===== src/rtl/csel_pkg.sv =====
`timescale 1ns/1ps
package csel_pkg;

    parameter int unsigned CS_COUNT = 4;
    parameter int unsigned DLY_W    = 8;

    localparam int unsigned CS_IDX_W = (CS_COUNT > 1) ? $clog2(CS_COUNT) : 1;

    typedef logic [CS_IDX_W-1:0] cs_idx_t;
    typedef logic [DLY_W-1:0]    dly_t;

    typedef enum logic [2:0] {
        ST_IDLE,
        ST_CS_GAP,
        ST_CS_SETUP,
        ST_TRANSFER,
        ST_INTER_XFER,
        ST_RELEASE
    } seq_state_e;

    // Burst context captured when a select line goes low.
    typedef struct packed {
        cs_idx_t cs;
        dly_t    between;
    } burst_ctx_t;

    function automatic logic line_held(input seq_state_e s);
        return (s == ST_CS_SETUP) || (s == ST_TRANSFER) || (s == ST_INTER_XFER);
    endfunction

endpackage


===== src/rtl/csel_delay_timer.sv =====
`timescale 1ns/1ps
module csel_delay_timer #(
    parameter int unsigned W = 8
) (
    input  logic         clk,
    input  logic         rst,
    input  logic         load,
    input  logic [W-1:0] value,
    output logic         expired
);
    logic [W-1:0] count_q;

    // A loaded value D gives max(D,1) cycles before expiry.
    always_ff @(posedge clk) begin
        if (rst) begin
            count_q <= '0;
        end else if (load) begin
            count_q <= (value == '0) ? '0 : value - W'(1);
        end else if (count_q != '0) begin
            count_q <= count_q - W'(1);
        end
    end

    assign expired = (count_q == '0);

    assert_timer_steps_R9: assert property (@(posedge clk) disable iff (rst)
        (!$past(load) && $past(count_q) != '0) |-> (count_q == $past(count_q) - W'(1)));

    assert_zero_as_one_R9: assert property (@(posedge clk) disable iff (rst)
        (load && value == '0) |=> expired);

endmodule


===== src/rtl/csel_cfg_pick.sv =====
`timescale 1ns/1ps
module csel_cfg_pick #(
    parameter int unsigned N  = 4,
    parameter int unsigned W  = 8,
    parameter int unsigned IW = 2
) (
    input  logic [N*W-1:0] setup_flat,
    input  logic [N*W-1:0] between_flat,
    input  logic [IW-1:0]  idx,
    output logic [W-1:0]   setup_sel,
    output logic [W-1:0]   between_sel
);
    logic [W-1:0] setup_arr   [N];
    logic [W-1:0] between_arr [N];

    for (genvar g = 0; g < N; g++) begin : g_unpack
        assign setup_arr[g]   = setup_flat[g*W +: W];
        assign between_arr[g] = between_flat[g*W +: W];
    end

    assign setup_sel   = setup_arr[idx];
    assign between_sel = between_arr[idx];

endmodule


===== src/rtl/csel_cs_drive.sv =====
`timescale 1ns/1ps
module csel_cs_drive #(
    parameter int unsigned N  = 4,
    parameter int unsigned IW = 2
) (
    input  logic          clk,
    input  logic          rst,
    input  logic          active,
    input  logic [IW-1:0] idx,
    output logic [N-1:0]  cs_n
);
    for (genvar g = 0; g < N; g++) begin : g_line
        assign cs_n[g] = ~(active && (idx == IW'(g)));
    end

    assert_one_low_R1: assert property (@(posedge clk) disable iff (rst)
        $onehot0(~cs_n));

endmodule


===== src/rtl/csel_sequencer.sv =====
`timescale 1ns/1ps
module csel_sequencer
    import csel_pkg::*;
(
    input  logic                      clk,
    input  logic                      rst,
    input  logic                      req_valid,
    output logic                      req_ready,
    input  logic [CS_IDX_W-1:0]       req_cs,
    input  logic                      mode_fixed,
    input  logic [CS_IDX_W-1:0]       fixed_cs,
    input  logic [DLY_W-1:0]          gap_dly,
    input  logic [CS_COUNT*DLY_W-1:0] setup_dly,
    input  logic [CS_COUNT*DLY_W-1:0] between_dly,
    output logic                      xfer_start,
    input  logic                      xfer_done,
    output logic [CS_COUNT-1:0]       cs_n
);
    localparam logic [CS_COUNT-1:0] ALL_HIGH = '1;

    seq_state_e state_q, state_d;
    burst_ctx_t ctx_q, ctx_d;
    cs_idx_t    pend_cs_q, pend_cs_d;
    logic       pend_q, pend_d;
    logic       start_q, start_d;

    cs_idx_t want_cs;
    cs_idx_t pick_idx;
    dly_t    setup_sel;
    dly_t    between_sel;
    logic    tmr_load;
    dly_t    tmr_value;
    logic    tmr_expired;

    // Fixed mode overrides the index carried by the request.
    assign want_cs  = mode_fixed ? fixed_cs : req_cs;
    assign pick_idx = (state_q == ST_CS_GAP) ? pend_cs_q : want_cs;

    assign req_ready = (state_q == ST_IDLE) || ((state_q == ST_TRANSFER) && xfer_done);

    csel_cfg_pick #(
        .N  (CS_COUNT),
        .W  (DLY_W),
        .IW (CS_IDX_W)
    ) u_pick (
        .setup_flat   (setup_dly),
        .between_flat (between_dly),
        .idx          (pick_idx),
        .setup_sel    (setup_sel),
        .between_sel  (between_sel)
    );

    csel_delay_timer #(
        .W (DLY_W)
    ) u_timer (
        .clk     (clk),
        .rst     (rst),
        .load    (tmr_load),
        .value   (tmr_value),
        .expired (tmr_expired)
    );

    always_comb begin
        state_d   = state_q;
        ctx_d     = ctx_q;
        pend_d    = pend_q;
        pend_cs_d = pend_cs_q;
        start_d   = 1'b0;
        tmr_load  = 1'b0;
        tmr_value = '0;
        unique case (state_q)
            ST_IDLE: begin
                if (req_valid) begin
                    state_d       = ST_CS_SETUP;
                    tmr_load      = 1'b1;
                    tmr_value     = setup_sel;
                    ctx_d.cs      = want_cs;
                    ctx_d.between = between_sel;
                end
            end
            ST_CS_SETUP: begin
                if (tmr_expired) begin
                    state_d = ST_TRANSFER;
                    start_d = 1'b1;
                end
            end
            ST_TRANSFER: begin
                if (xfer_done) begin
                    if (req_valid && (want_cs == ctx_q.cs)) begin
                        state_d   = ST_INTER_XFER;
                        tmr_load  = 1'b1;
                        tmr_value = ctx_q.between;
                    end else begin
                        state_d   = ST_RELEASE;
                        pend_d    = req_valid;
                        pend_cs_d = want_cs;
                    end
                end
            end
            ST_INTER_XFER: begin
                if (tmr_expired) begin
                    state_d = ST_TRANSFER;
                    start_d = 1'b1;
                end
            end
            ST_RELEASE: begin
                state_d   = ST_CS_GAP;
                tmr_load  = 1'b1;
                tmr_value = gap_dly;
            end
            ST_CS_GAP: begin
                if (tmr_expired) begin
                    if (pend_q) begin
                        state_d       = ST_CS_SETUP;
                        tmr_load      = 1'b1;
                        tmr_value     = setup_sel;
                        ctx_d.cs      = pend_cs_q;
                        ctx_d.between = between_sel;
                        pend_d        = 1'b0;
                    end else begin
                        state_d = ST_IDLE;
                    end
                end
            end
            default: state_d = ST_IDLE;
        endcase
    end

    always_ff @(posedge clk) begin
        if (rst) begin
            state_q   <= ST_IDLE;
            ctx_q     <= '0;
            pend_q    <= 1'b0;
            pend_cs_q <= '0;
            start_q   <= 1'b0;
        end else begin
            state_q   <= state_d;
            ctx_q     <= ctx_d;
            pend_q    <= pend_d;
            pend_cs_q <= pend_cs_d;
            start_q   <= start_d;
        end
    end

    assign xfer_start = start_q;

    csel_cs_drive #(
        .N  (CS_COUNT),
        .IW (CS_IDX_W)
    ) u_drive (
        .clk    (clk),
        .rst    (rst),
        .active (line_held(state_q)),
        .idx    (ctx_q.cs),
        .cs_n   (cs_n)
    );

    assert_quiet_phases_R2: assert property (@(posedge clk) disable iff (rst)
        (state_q inside {ST_IDLE, ST_RELEASE, ST_CS_GAP}) |-> (cs_n == ALL_HIGH));

    assert_start_with_line_R3: assert property (@(posedge clk) disable iff (rst)
        xfer_start |-> (cs_n != ALL_HIGH));

    assert_start_single_R10: assert property (@(posedge clk) disable iff (rst)
        xfer_start |=> !xfer_start);

    assert_ready_gate_R10: assert property (@(posedge clk) disable iff (rst)
        req_ready |-> ((cs_n == ALL_HIGH && !xfer_start) || xfer_done));

    assert_release_when_empty_R6: assert property (@(posedge clk) disable iff (rst)
        (state_q == ST_TRANSFER && xfer_done && !req_valid) |=> (cs_n == ALL_HIGH));

    assert_no_direct_swap_R11: assert property (@(posedge clk) disable iff (rst)
        ($past(cs_n) != ALL_HIGH && cs_n != ALL_HIGH) |-> (cs_n == $past(cs_n)));

endmodule


===== config.mk =====
export PLATFORM = sky130hd
export DESIGN_NAME = csel_sequencer
export DESIGN_NICKNAME = d
export VERILOG_FILES = /design/src/rtl/csel_pkg.sv /design/src/rtl/csel_delay_timer.sv /design/src/rtl/csel_cfg_pick.sv /design/src/rtl/csel_cs_drive.sv /design/src/rtl/csel_sequencer.sv
export SDC_FILE = /design/constraint.sdc
export NUM_CORES = 1
export LEC_CHECK = 0
export ABC_AREA = 1
export ABC_CLOCK_PERIOD_IN_PS = 2350
export CAP_MARGIN = 5
export CORE_MARGIN = 3
export CORE_UTILIZATION = 41
export DETAILED_ROUTE_END_ITERATION = 12
export HOLD_SLACK_MARGIN = 0.1
export PLACE_DENSITY_LB_ADDON = 0.12
export SLEW_MARGIN = 20
export SYNTH_ARGS = -nofsm -noshare
export SYNTH_HDL_FRONTEND = slang
export SYNTH_SLANG_ARGS = --single-unit

===== constraint.sdc =====
create_clock -name clk -period 2.35 [get_ports clk]
set_input_delay 0.47 -clock clk [delete_from_list [all_inputs] [get_ports clk]]
set_output_delay 0.47 -clock clk [all_outputs]
set_load 0.05 [all_outputs]

* After elaboration in Yosys (flattened, before gate mapping)
Cells that the tools add are included.
Cells by class: $add $sub $neg 2, $mul 0, div/mod/pow operators 0, $lt $le $gt $ge 1, eq/ne operators 15, shift operators 0, muxes and demuxes 39, bitwise operators 7, reduce and logical (&&, ||, !) cells 23
Operator list (number):
- 8-bit 2-to-1 mux | 12
- 8-bit binary-select mux with 2-bit select | 2
- 8-bit one-hot mux with 4 select lines | 1
- 10-bit 2-to-1 mux | 3
- 10-bit one-hot mux with 2 select lines | 1
- 8-bit zero test | 2
- 8-bit by 1-bit subtractor with 8-bit output, second input constant | 2
- 3-bit one-hot mux with 5 select lines | 1
- 3-bit 2-to-1 mux | 4
- 4-bit AND reduction | 3
- 1-bit 2-to-1 mux | 10
- 2-bit inequality test, second input constant | 5
- 8-bit nonzero test | 1
- 3-bit by 2-bit == test with 1-bit output, second input constant | 2
- 3-bit == test, second input constant | 2
- 1-bit logical AND | 6
- 2-bit 2-to-1 mux | 3
- 1-bit NOT | 6
- 2-bit nonzero test | 3
- 2-bit == test, second input constant | 2
- 1-bit one-hot mux with 4 select lines | 1
- 2-bit OR reduction | 2
- 3-bit by 1-bit == test with 1-bit output, second input constant | 1
- 3-bit greater-or-equal comparator, second input constant | 1
- 9 further kinds | 11
Word-level totals: flip-flop bits (word level) 25, bits in latches 0, bits in writable memories 0, bits in read-only memories 0, bits of input ports 81, logic and storage cells 94, memories 0

* Longest topological paths before layout
depth in word-level cells 12, mapped depth 21, depth with buffers taken out 19

* Modules after synthesis
Synthesis repeated with hierarchy kept, for this count alone.
Second synthesis, totals: cells, all modules 493, area total of the unflattened synthesis 2606.2 um2
By module, submodules not included:
- csel_sequencer | instances 1, cells an instance 156, area an instance 988.4 um2, sequential area each 340.3 um2
- csel_cfg_pick | instances 1, cells an instance 188, area an instance 805.8 um2, sequential area each 0.0 um2
- csel_delay_timer | instances 1, cells an instance 142, area an instance 782.0 um2, sequential area each 160.2 um2
- csel_cs_drive | instances 1, cells an instance 7, area an instance 30.0 um2, sequential area each 0.0 um2

* Worst setup path before layout
No wires, ideal clock.
kind register to output, start register state_q[0], end output req_ready, arrival 1.837 ns, data required time 1.880 ns, setup slack 0.043 ns, stages on the path, launching flop included 3, path buffers 0, cell sequence dfxtp_1 > nand3_1 > o21ai_0
On the way: longest elaborated chain between the ends 3
Ends and longest elaborated chain:
- start: declaration | line csel_sequencer.sv:21 | seq_state_e state_q, state_d;
- start signal: assignment | line csel_sequencer.sv:137 | state_q <= state_d;
- 3-bit by 2-bit == test with 1-bit output | line csel_sequencer.sv:39 | assign req_ready = (state_q == ST_IDLE) || ((state_q == ST_TRANSFER) && xfer_done);
- 1-bit logical AND | line csel_sequencer.sv:39
- 1-bit logical OR (*) | line csel_sequencer.sv:39
- end: declaration | line csel_sequencer.sv:8 | output logic req_ready,
Mark *: on every way between the ends. The rest lies on a longest branch, timed or not.

* Worst setup path after layout
start register state_q[0], end register u_timer.count_q[7]
On the way: longest elaborated chain between the ends 12
Ends and longest elaborated chain:
- 3-bit by 1-bit == test with 1-bit output | line csel_sequencer.sv:37, csel_sequencer.sv:71
- 2-bit 2-to-1 mux | line csel_sequencer.sv:37 | assign pick_idx = (state_q == ST_CS_GAP) ? pend_cs_q : want_cs;
- 2-bit NOT with 3-bit output (implied by the code) | line csel_cfg_pick.sv:21 | assign setup_sel = setup_arr[idx];
- 8-bit binary-select mux with 2-bit select | line csel_cfg_pick.sv:21
- 8-bit 2-to-1 mux (implied by the code) (2 in a row) | line csel_cfg_pick.sv:21
- 8-bit 2-to-1 mux | line csel_sequencer.sv:113 | if (pend_q) begin
- 8-bit 2-to-1 mux | line csel_sequencer.sv:112 | if (tmr_expired) begin
- 8-bit one-hot mux with 4 select lines | line csel_sequencer.sv:71 | unique case (state_q)
- 8-bit by 1-bit subtractor with 8-bit output or 8-bit zero test (tied branches) | line csel_delay_timer.sv:18 | count_q <= (value == '0) ? '0 : value - W'(1);
- 8-bit 2-to-1 mux | line csel_delay_timer.sv:18
- 8-bit 2-to-1 mux | line csel_delay_timer.sv:17 | end else if (load) begin
- end signal: assignment | line csel_delay_timer.sv:18
- end signal: assignment | line csel_delay_timer.sv:20 | count_q <= count_q - W'(1);
- end: declaration | line csel_delay_timer.sv:11 | logic [W-1:0] count_q;
Several ways; a longest one is shown, not always the timed one. The select of a mux whose other input is x is not followed. A chain may end at the register's enable or synchronous reset.

==> summary.md <==
| Metric | Value |
|---|---|
| 1st-iter DRT viols | `148` |
| Crit-path cells | `buf_4 -> nand3_4 -> nand2_1 -> nand2_2 -> nand2_1 -> nand3_1 -> o21ai_1 -> nand2_1 -> nand2_2 -> inv_2 -> ha_1 -> inv_1 -> nor2_1 -> nand2_1 -> nor2_4 -> nor2_4 -> nand3_2 -> a21oi_2` |
| Leakage | `0.00188 uW` |
| # diodes | `0` |
| FP Rows | `27` |
| Die span in y | `about 83 um` |
| Layout cell share with drive strength beyond 1 | `19.7%` |
| Multi-input logic area | `1700 um2` |
| Final hold violations | `0` |
| Finished Cell Area | `3870 um2` |
| Post-DP HPWL | `approximately 6.3 mm` |
| Critical path peak fanout | `7` |
| Tot GR Track Use | `23.6%` |
| Sw Ratio | `between 40% and 50%` |
| Post-synth ARST share | `0%` |
| EDFF count, synth | `0` |
| Relative slew margins | `67.0%` |
| Required @ worst endpoint | `2.56 ns` |
| Pins Over Slew Limit | `0` |
| Clock Path Buffers | `2` |
| Hold-fix buffers, CTS | `0` |
| TritonCTS buffer count | `3` |
| Register Area | `503 um2` |
| Clock Power Share | `8.4%` |
| P_int | `1750 uW` |
| Period Utilization, post-route | `94.0%` |
| Fillers | `~530` |
| Core area | `5610 um2` |
| Initial antenna violation count | `0` |
| Initial Util | `42.9%` |
| Final #Nets | `625` |
| Hold Path Class | `flip-flop to flip-flop` |
| Final non-filler cell total | `approximately 610` |
| Top_reg_cell synth | `dfxtp_1` |
| Total number of H-tree levels | `1` |
| Total routed wirelength | `7.95 mm` |
| Detailed-route vias per instance | `about 5.0` |
| #FFs+latches synth | `25` |
| CP startpoint kind | `flip-flop` |
| Die ar. | `6820 um2` |
| Max stage delay on crit path | `roughly 0.36 ns` |
| Setup violators final | `0` |
| Final Skew | `0.0128 ns` |
| Max-Cap Viols | `0` |
| Outcome | `completed` |
| Die Width | `82.6 um` |
| Post-route ant nets | `0` |
| Comb pwr share | `72.4%` |
| First-pass GRT wire length | `12.7 mm` |
| Fin util | `between 60% and 70%` |
| Post-synth top cells | `108 x nand2_1, 61 x inv_1, 41 x nor2_1, 37 x o21ai_0, 28 x nand3_1` |
| Cell taking the most area after synthesis | `dfxtp_1` |
| VDD IR max | `approximately 0.60 mV` |
| Ports | `87` |
| Post-synth cell types | `35` |
| Worst setup EP type | `flip-flop` |
| Post-layout min period | `2.21 ns` |
| Clk Latency, worst-skew pair | `0.28 ns` |
| Largest net degree at the start of global routing | `17` |
| Placed insts | `602` |
| Avg WL per Cell | `13.0 um` |
| Critical path's slowest cell | `dfxtp_2` |
| Area contributors post-synth | `dfxtp_1 21%, nand2_1 17%, inv_1 9.5%` |
| Number of global-route vias before repair | `between 2000 and 3000` |
| Detailed-route via count | `3037` |
| Clk sinks | `25` |
| CTS root buffer | `clkbuf_8` |
| First-pass iteration count of the detailed router | `5` |
| Synth Instances | `415` |
| Synth Warn # | `0` |
| Most repeated library cell on the critical path | `nand2_1` |
| DRC Markers | `0` |
| Most frequent cell after synthesis | `nand2_1` |
| Fmax | `453 MHz` |
| Clock transition at path regs | `about 0.11 ns` |
| Crit path DAT | `2.42 ns` |
| Placer Congestion | `0.930` |
| Switching pwr | `1590 uW` |
| WS Path Type | `flip-flop to flip-flop` |
| GRT Residual Overflow | `0` |
| Syn Nets | `500` |
| Share of power burned in registers | `19.2%` |
| Share of the synthesized area in the top cell type | `20.8%` |
| CTS tree | `done` |
| Mapped Area | `2410 um2` |
| Worst slew pin tran | `0.494 ns` |
| Seq/Total Area, Yosys | `20.8%` |
| Syn_area_per_cell | `5.80 um2` |
| PwrDens | `between 800 and 900 nW/um2` |
| Quantity of I/O buffers inserted on ports | `86` |
| Synth-to-Final Area Change | `60.7%` |
| Placed cell area | `between 3000 and 4000 um2` |
==> final timing paths <==
check	from	end	slack, ns	depth (start not counted)
worst max-delay path	state_q[0]$_SDFFE_PP0P_	u_timer.count_q[7]$_SDFFE_PP0P_	0.14	18
worst min-delay path	pend_q$_SDFFE_PP0P_	pend_q$_SDFFE_PP0P_	0.46	2
worst max register to register	state_q[0]$_SDFFE_PP0P_	u_timer.count_q[7]$_SDFFE_PP0P_	0.14	18
worst min register to register	pend_q$_SDFFE_PP0P_	pend_q$_SDFFE_PP0P_	0.46	2
==> power groups by stage <==
stage | combinational, uW | clock [uW] | sequential (uW)
5_1_grt | 2680 | 305 | 657
2_1_floorplan | 1410 | 0 | 638
6_report | 2410 | 281 | 640
3_5_place_dp | 2240 | 0 | 640
4_1_cts | 2270 | 282 | 632
3_3_place_gp | 2200 | 0 | 639
==> logic make-up (layout without fill, tap and decap cells) <==
kind of cell | after synthesis | in the layout | share of synthesized area (%)
compound gates | 87 | 87 | 20.4
xor+xnor | 4 | 4 | 1.46
fa+ha+maj | 4 | 4 | 2.08
buf+inv | 76 | 200 | 12.8
flops | 25 | 25 | 20.8
simple gates | 219 | 219 | 42.4
==> sequential cells by signal (all words and copies together) (netlist names) <==
name,flops
pend_cs_q,2
u_timer.count_q,8
xfer_start,1
state_q,3
ctx_q,10
pend_q,1
==> through the flow <==
step | setup TNS [ns] | setup slack [ns] | power (uW) | hold slack, ns
floorplan | 0 | 0.0433 | 2050 | 0.431
global placement | -2.71 | -0.345 | 2840 | 0.445
detailed placement | -3.35 | -0.413 | 2880 | 0.452
global route | -0.0677 | -0.0372 | 3640 | 0.519
finish | 0 | 0.141 | 3340 | 0.465
CTS | 0 | 0.0217 | 3180 | 0.468
==> layout make-up <==
class                   count  area share (%)
clock inverters             1           0.227
flip-flops and latches     25            13.0
well taps                  72            2.33
repair buffers            130            33.0
multi-input cells         314            43.9
inverters                  66            6.47
clock buffers               3            1.07
==> placed cells by master (no fill, tap or decap), drive strengths merged <==
cell type,n
a21oi,23
inv,67
or2,4
dlymetal6s2s,6
o21a,1
clkdlybuf4s50,74
buf,49
nand4,11
nand3b,10
xor2,3
dfxtp,25
a31oi,1
o22ai,10
nand3,30
nor3,4
xnor2,1
o31ai,1
o21bai,8
o21ai,42
ha,4
o221ai,1
clkbuf,4
nor2,46
nand2,114
==> critical path, delay by kind of cell, from the launching register on <==
family                   cells  cell delay, ns
buffers and inverters        3            0.23
AO/OA/AOI/OAI                2            0.21
flip-flops                   1            0.36
adder cells (fa/ha/maj)      1            0.17
AND/OR/NAND/NOR             12            1.17
==> timing repair <==
item | in CTS | in global routing
setup buffers | 0 | 5
hold endpoints to repair | 0 | 0
setup endpoints to repair | 8 | 8
resized for setup | 5 | 39
gates cloned | 0 | 0
pin swaps | 0 | 15
==> layer usage <==
layer | track usage, % | routed length (um) | vias to the layer above
li1 | - | - | 1591
met1 | 29.9 | 3430 | 1366
met2 | 42.1 | 4000 | 74
met3 | 3.58 | 436 | 6
met4 | 5.07 | 85 | 0
met5 | 0 | 0 | -
No activity file was read; power rests on OpenSTA's default activity.
